## src/rtl/dma_csr_bank.sv

```systemverilog
module dma_csr_bank #(
  parameter int          AW         = 10,
  parameter int          DW         = 32,
  parameter logic [31:0] VERSION_ID = 32'h0000_1012,
  parameter logic [31:0] FEATURES   = 32'h0000_0D05
) (
  input  logic          clk,
  input  logic          rst_n,
  input  logic [AW-1:0] csr_addr,
  input  logic          csr_wr,
  input  logic          csr_rd,
  input  logic [DW-1:0] csr_wdata,
  output logic [DW-1:0] csr_rdata,
  input  logic          tx_done_evt,
  input  logic          tx_nobuf_evt,
  input  logic          rx_done_evt,
  input  logic          rx_nobuf_evt,
  input  logic          rx_ptr_upd,
  input  logic [DW-1:0] rx_ptr_next,
  input  logic          tx_ptr_upd,
  input  logic [DW-1:0] tx_ptr_next,
  output logic          irq,
  output logic          rx_enable,
  output logic          tx_start,
  output logic          tx_poll_pulse,
  output logic [DW-1:0] bus_mode,
  output logic [DW-1:0] rx_ring_base,
  output logic [DW-1:0] tx_ring_base,
  output logic [DW-1:0] rx_desc_ptr,
  output logic [DW-1:0] tx_desc_ptr
);

  localparam logic [AW-1:0] IX_BUS  = AW'(0);
  localparam logic [AW-1:0] IX_KICK = AW'(1);
  localparam logic [AW-1:0] IX_RXB  = AW'(2);
  localparam logic [AW-1:0] IX_TXB  = AW'(3);
  localparam logic [AW-1:0] IX_STAT = AW'(4);
  localparam logic [AW-1:0] IX_CTRL = AW'(5);
  localparam logic [AW-1:0] IX_MASK = AW'(6);
  localparam logic [AW-1:0] IX_RXP  = AW'(7);
  localparam logic [AW-1:0] IX_TXP  = AW'(8);
  localparam logic [AW-1:0] IX_VER  = AW'(9);
  localparam logic [AW-1:0] IX_FEAT = AW'(10);

  localparam int B_TXD = 0, B_TXU = 2, B_RXD = 6, B_RXU = 7, B_ABN = 15, B_NRM = 16;
  localparam int B_RXEN = 1, B_TXGO = 13;

  logic [DW-1:0] status_q, mask_q, ctrl_q, set_vec, clr_vec;

  wire wr_bus  = csr_wr && csr_addr == IX_BUS;
  wire wr_kick = csr_wr && csr_addr == IX_KICK;
  wire wr_rxb  = csr_wr && csr_addr == IX_RXB;
  wire wr_txb  = csr_wr && csr_addr == IX_TXB;
  wire wr_stat = csr_wr && csr_addr == IX_STAT;
  wire wr_ctrl = csr_wr && csr_addr == IX_CTRL;
  wire wr_mask = csr_wr && csr_addr == IX_MASK;

  always_comb begin
    set_vec = '0;
    set_vec[B_TXD] = tx_done_evt;
    set_vec[B_TXU] = tx_nobuf_evt;
    set_vec[B_RXD] = rx_done_evt;
    set_vec[B_RXU] = rx_nobuf_evt;
    set_vec[B_NRM] = tx_done_evt | rx_done_evt;
    set_vec[B_ABN] = tx_nobuf_evt | rx_nobuf_evt;
  end

  assign clr_vec = wr_stat ? csr_wdata : '0;

  always_ff @(posedge clk) begin
    if (!rst_n) begin
      status_q      <= '0;
      mask_q        <= '0;
      ctrl_q        <= '0;
      bus_mode      <= '0;
      rx_ring_base  <= '0;
      tx_ring_base  <= '0;
      rx_desc_ptr   <= '0;
      tx_desc_ptr   <= '0;
      tx_poll_pulse <= 1'b0;
    end else begin
      status_q      <= (status_q & ~clr_vec) | set_vec;
      tx_poll_pulse <= wr_kick;
      if (wr_mask) mask_q <= csr_wdata;
      if (wr_ctrl) ctrl_q <= csr_wdata;
      if (wr_bus)  bus_mode <= {csr_wdata[DW-1:1], 1'b0};
      if (wr_rxb) begin
        rx_ring_base <= csr_wdata;
        rx_desc_ptr  <= csr_wdata;
      end else if (rx_ptr_upd) begin
        rx_desc_ptr  <= rx_ptr_next;
      end
      if (wr_txb) begin
        tx_ring_base <= csr_wdata;
        tx_desc_ptr  <= csr_wdata;
      end else if (tx_ptr_upd) begin
        tx_desc_ptr  <= tx_ptr_next;
      end
    end
  end

  assign irq       = |(status_q & mask_q);
  assign rx_enable = ctrl_q[B_RXEN];
  assign tx_start  = ctrl_q[B_TXGO];

  always_ff @(posedge clk) begin
    if (!rst_n) begin
      csr_rdata <= '0;
    end else if (csr_rd) begin
      case (csr_addr)
        IX_BUS:  csr_rdata <= bus_mode;
        IX_RXB:  csr_rdata <= rx_ring_base;
        IX_TXB:  csr_rdata <= tx_ring_base;
        IX_STAT: csr_rdata <= status_q;
        IX_CTRL: csr_rdata <= ctrl_q;
        IX_MASK: csr_rdata <= mask_q;
        IX_RXP:  csr_rdata <= rx_desc_ptr;
        IX_TXP:  csr_rdata <= tx_desc_ptr;
        IX_VER:  csr_rdata <= DW'(VERSION_ID);
        IX_FEAT: csr_rdata <= DW'(FEATURES);
        default: csr_rdata <= '0;
      endcase
    end
  end

  a_r2_w1c_clears: assert property (@(posedge clk) disable iff (!rst_n)
    (wr_stat && set_vec == '0) |=> status_q == ($past(status_q) & ~$past(csr_wdata)));

  a_r3_tx_done_sets: assert property (@(posedge clk) disable iff (!rst_n)
    tx_done_evt |=> (status_q[B_TXD] && status_q[B_NRM]));

  a_r4_set_beats_clear: assert property (@(posedge clk) disable iff (!rst_n)
    (rx_nobuf_evt && wr_stat) |=> (status_q[B_RXU] && status_q[B_ABN]));

  a_r5_irq_cause: assert property (@(posedge clk) disable iff (!rst_n)
    $rose(irq) |-> $past(csr_wr || (set_vec != '0)));

  a_r6_rx_base_loads_ptr: assert property (@(posedge clk) disable iff (!rst_n)
    wr_rxb |=> rx_desc_ptr == $past(csr_wdata));

  a_r7_upd_keeps_base: assert property (@(posedge clk) disable iff (!rst_n)
    (tx_ptr_upd && !wr_txb) |=> (tx_desc_ptr == $past(tx_ptr_next) && $stable(tx_ring_base)));

  a_r9_version_const: assert property (@(posedge clk) disable iff (!rst_n)
    (csr_rd && csr_addr == IX_VER) |=> csr_rdata == DW'(VERSION_ID));

  a_r10_kick_source: assert property (@(posedge clk) disable iff (!rst_n)
    tx_poll_pulse |-> $past(wr_kick));

endmodule

```

## config.mk

```make
export PLATFORM = sky130hd
export DESIGN_NAME = dma_csr_bank
export DESIGN_NICKNAME = d
export VERILOG_FILES = /design/src/rtl/dma_csr_bank.sv
export SDC_FILE = /design/constraint.sdc
export NUM_CORES = 1
export LEC_CHECK = 0
export CAP_MARGIN = 15
export CORE_MARGIN = 4
export CORE_UTILIZATION = 39
export CTS_CLUSTER_SIZE = 10
export DETAILED_ROUTE_END_ITERATION = 7
export PLACE_DENSITY_LB_ADDON = 0.2
export SLEW_MARGIN = 20
export SYNTH_ARGS = -nofsm -noshare
export SYNTH_HDL_FRONTEND = slang
export SYNTH_SLANG_ARGS = --single-unit
```

## constraint.sdc

```tcl
create_clock -name clk -period 5.39 [get_ports clk]
set_input_delay 0.8085 -clock clk [delete_from_list [all_inputs] [get_ports clk]]
set_output_delay 0.8085 -clock clk [all_outputs]
set_load 0.01 [all_outputs]
```

## Word level (Yosys, flattened, before mapping)

Cells that the tools add are included.

| operators by class | value |
|---|---|
| multiplexer cells | 6 |
| equal/unequal tests | 10 |
| bitwise operators | 6 |
| reduce and logical (&&, ||, !) cells | 11 |

Operator list:

| kind | count |
|---|---|
| 32-bit case mux with 10 select lines | 1 |
| 32-bit two-way mux | 5 |
| 32-bit AND | 2 |
| 10-bit by 3-bit == test with 1-bit output, second input constant | 4 |
| 32-bit NOT | 1 |
| 32-bit by 17-bit bitwise OR with 32-bit output | 1 |
| 32-bit OR reduction | 1 |
| 10-bit by 4-bit == test with 1-bit output, second input constant | 3 |
| 10-bit by 2-bit == test with 1-bit output, second input constant | 2 |
| 10-bit by 1-bit == test with 1-bit output, second input constant | 1 |
| 10-bit logical NOT | 1 |
| 1-bit logical AND | 7 |
| 2-bit nonzero test | 2 |
| 1-bit bitwise OR | 2 |

| word-level totals | value |
|---|---|
| word-level logic and storage cells | 43 |
| register bits | 288 |
| output and inout port bits | 196 |
| bits of input ports | 116 |

## Depth between registers and ports, before layout

| logic depth | value |
|---|---|
| depth in word-level cells | 6 |
| gate-level depth with buffers | 9 |
| mapped depth without buffers | 5 |

## Least setup slack after synthesis

OpenSTA, ideal clock, no wires.

| timing | value |
|---|---|
| kind | input-to-reg |
| start point | input port csr_addr[5] |
| end point | register tx_ring_base[18] |
| buffers on the path | 2 |
| data arrival time | 2.369 ns |
| slack | 2.888 ns |
| setup time | 0.132 ns |
| cell stages on the path | 7 |
| data required time | 5.258 ns |
| path through | or4_1 buf_2 nor3_4 nand2_1 clkbuf_1 nand2_1 a21oi_1 |

| on the way | value |
|---|---|
| longest elaborated chain between the ends | 2 |

Ends and longest elaborated chain:

| item | RTL line | source |
|---|---|---|
| start, declared | 9 | `input logic [AW-1:0] csr_addr,` |
| 10-bit by 2-bit == test with 1-bit output | 53 | `wire wr_txb = csr_wr && csr_addr == IX_TXB;` |
| 1-bit logical AND | 53 |  |
| end signal, assigned | 94 | `tx_ring_base <= csr_wdata;` |
| end, declared | 28 | `output logic [DW-1:0] tx_ring_base,` |

No other way between the ends.
A chain may end at the register's enable or synchronous reset.

## Final worst setup path

| timing | value |
|---|---|
| start point | input port csr_addr[5] |
| end point | register rx_ring_base[17] |

| on the way | value |
|---|---|
| longest elaborated chain between the ends | 2 |

Ends and longest elaborated chain:

| item | RTL line | source |
|---|---|---|
| 10-bit by 2-bit == test with 1-bit output | 52 | `wire wr_rxb = csr_wr && csr_addr == IX_RXB;` |
| 1-bit logical AND | 52 |  |
| end signal, assigned | 88 | `rx_ring_base <= csr_wdata;` |
| end, declared | 27 | `output logic [DW-1:0] rx_ring_base,` |

No other way between the ends.

==> metrics.md <==
| Metric | Value |
|---|---|
| Outcome | `finished clean` |
| Final total power | `about 4700 uW` |
| # hold bufs at CTS | `0` |
| Type of the most critical hold path | `reg2reg` |
| Most common cell after layout, fill and taps aside | `nand2_1` |
| First-pass GRT wire length | `between 70000 and 80000 microns` |
| Vias in the first global route | `between 10000 and 15000` |
| Tcrit/Tclk final | `between 60% and 70%` |
| I/O Buffers | `between 300 and 400` |
| Synth unique cells | `55` |
| Slew Limit Fails | `0` |
| EDFF count, synth | `0` |
| Min cycle time layout | `3320 ps` |
| DR iter-0 viols | `about 1400` |
| # nets final | `around 1900` |
| Syn. warnings | `0` |
| Largest net degree at the start of global routing | `94` |
| CTS root buf | `clkbuf_16` |
| Hold Vio Cnt, Final | `0` |
| Clk sink count | `288` |
| RSZ-0062 raised after global routing | `no` |
| Fill cell count | `between 3000 and 4000` |
| DPL Wire Length | `just under 40000 microns` |
| Setup crit end kind | `flop` |
| Die Y | `between 150 and 200 microns` |
| Clock latency on the worst-skew pair | `between 500 and 600 ps` |
| ANT cells | `0` |
| WL/cell | `24.1 microns` |
| H-tree levels | `2` |
| Setup bufs post-CTS | `0` |
| Mapped cell area | `between 0.01 and 0.015 sq mm` |
| Syn_area_per_cell | `between 8 and 9 sq um` |
| DRC | `0` |
| Static Leak | `between 0.005 and 0.006 uW` |
| Worst-Margin Slew | `1140 ps` |
| Cells after Synth | `1555` |
| Final clock skew | `approximately 7 ps` |
| CP arrival | `3750 ps` |
| Longest Clk Path Bufs | `3` |
| Antenna Nets Post-Route | `0` |
| CP Max Fanout | `18` |
| CTS tree | `yes` |
| Pre-Repair DR Iteration Count | `6` |
| Sequential share of the synthesized area | `about 45%` |
| Post-route setup TNS | `0 ps` |
| Ys flop type | `dfxtp_1` |
| Critical path required time | `5820 ps` |
| Routed via count | `approximately 13000` |
| Fmax | `between 0.3 and 0.4 GHz` |
| RePlAce Congestion | `roughly 0.95` |
| Relative slew slack | `23.7%` |
| Initial Utilization | `approximately two fifths` |
| Core region area | `approximately 0.032 sq mm` |
| Initial antenna violation count | `1` |
| Most frequent cells in the layout | `443 x nand2_1, 305 x clkdlybuf4s50_1, 288 x dfxtp_1` |
| CTS clk-pin slew, worst paths | `approximately 50 ps` |
| # IOs | `between 300 and 400` |
| Setup-failing EPs final | `0` |
| Die area | `about 0.036 sq mm` |
| Gr usage total | `just under 30%` |
| Inserted Clock Buffers | `35` |
| Critical path type | `in2reg` |
| Peak VDD IR | `~0.16 mV` |
| Placed Area | `between 0.015 and 0.02 sq mm` |
| Fin area | `around 0.017 sq mm` |
| Pwr per Cell Area | `about 270 mW/mm^2` |
| # Max-Cap Violations | `0` |
| DR vias/cell | `around 5.8` |
| Synth Register Bits | `roughly 290` |
| Layout cell share with drive strength beyond 1 | `between 10% and 20%` |
| GRT overflow | `0` |
| Final wirelength | `54500 microns` |
| Async SR Flop Fraction | `0%` |
| CTS resizes | `0` |
| Die X | `about 190 microns` |
| Startpoint types | `input pin` |
| # rows | `66` |
| Synth-to-layout area growth | `34.0%` |
| Syn Nets | `between 1500 and 2000` |
-- area by class of cell --
type | instances | area [sq um] | share of cell area [%]
Tap cell | 442 | 553 | 3.22
Clock inverter | 2 | 10.0 | 0.0583
Timing Repair Buffer | 351 | 3400 | 19.8
Inverter | 4 | 20.0 | 0.117
Multi-Input combinational cell | 1135 | 6470 | 37.7
Sequential cell | 288 | 5770 | 33.6
Clock buffer | 43 | 948 | 5.52
-- worst max-delay path: stages --
cell and delay, ps:
clkdlybuf4s50_1 450, or4_1 940, nor3_2 700, and2_1 240
buf_4 300, nand2_1 130, a21oi_1 150
-- cell usage after synthesis (15+ instances only) --
library cell	count	area share, %
nor2_1	15	0.44
clkbuf_1	86	2.5
o21ai_0	32	1.3
a21oi_1	265	10
a22oi_1	44	2.6
mux2_2	75	6.6
o22ai_1	17	0.83
a221oi_1	16	1.1
dfxtp_1	288	45
mux2i_1	70	5.5
nand2_1	445	13
buf_2	30	1.2
-- per-stage QoR --
stage               utilization (%)  std cells  worst slack (ps)  hold slack [ps]
floorplan                         -       1555              2890              422
detailed placement             49.9       2220              1630              438
finish                         52.9       2265              2070              447
CTS                            52.9       2265              2140              448
global placement               49.9       2220              1620              431
global route                   52.9       2265              1960              472
-- flip-flops by register name, indices dropped and copies added (netlist names) --
signal         count
tx_poll_pulse      1
ctrl_q            32
rx_desc_ptr       32
mask_q            32
status_q          32
rx_ring_base      32
tx_desc_ptr       32
tx_ring_base      32
bus_mode          31
csr_rdata         32
-- power by group --
group	switching, uW	internal, uW
logic	224	206
clock network	857	1220
registers	36.0	2160
-- layer usage --
layer,up-vias,global-route usage (%),part of all wire [%]
li1,5959,-,-
met1,6234,40.6,42
met2,789,44.3,43
met3,97,8.11,11
met4,0,8.15,2.8
met5,-,0,0
-- worst paths after layout --
path | from | endpoint | slack, ps | cells after the start
max | csr_addr[5] | rx_ring_base[17] | 2070 | 7
min | status_q[28] | status_q[28] | 450 | 2
max reg2reg | tx_ring_base[15] | csr_rdata[15] | 3670 | 5
min reg2reg | status_q[28] | status_q[28] | 450 | 2
-- logic make-up (layout without fill, tap and decap cells) --
| family | Yosys count | count (layout) | synth area share [%] |
|---|---|---|---|
| compound gates | 438 | 438 | 20.1 |
| buf+inv | 132 | 400 | 4.54 |
| flops | 288 | 288 | 45.0 |
| mux | 146 | 146 | 12.2 |
| other cells | 1 | 1 | 0.0293 |
| simple gates | 550 | 550 | 18.0 |
Note: power is estimated with default switching activity, not from simulation.
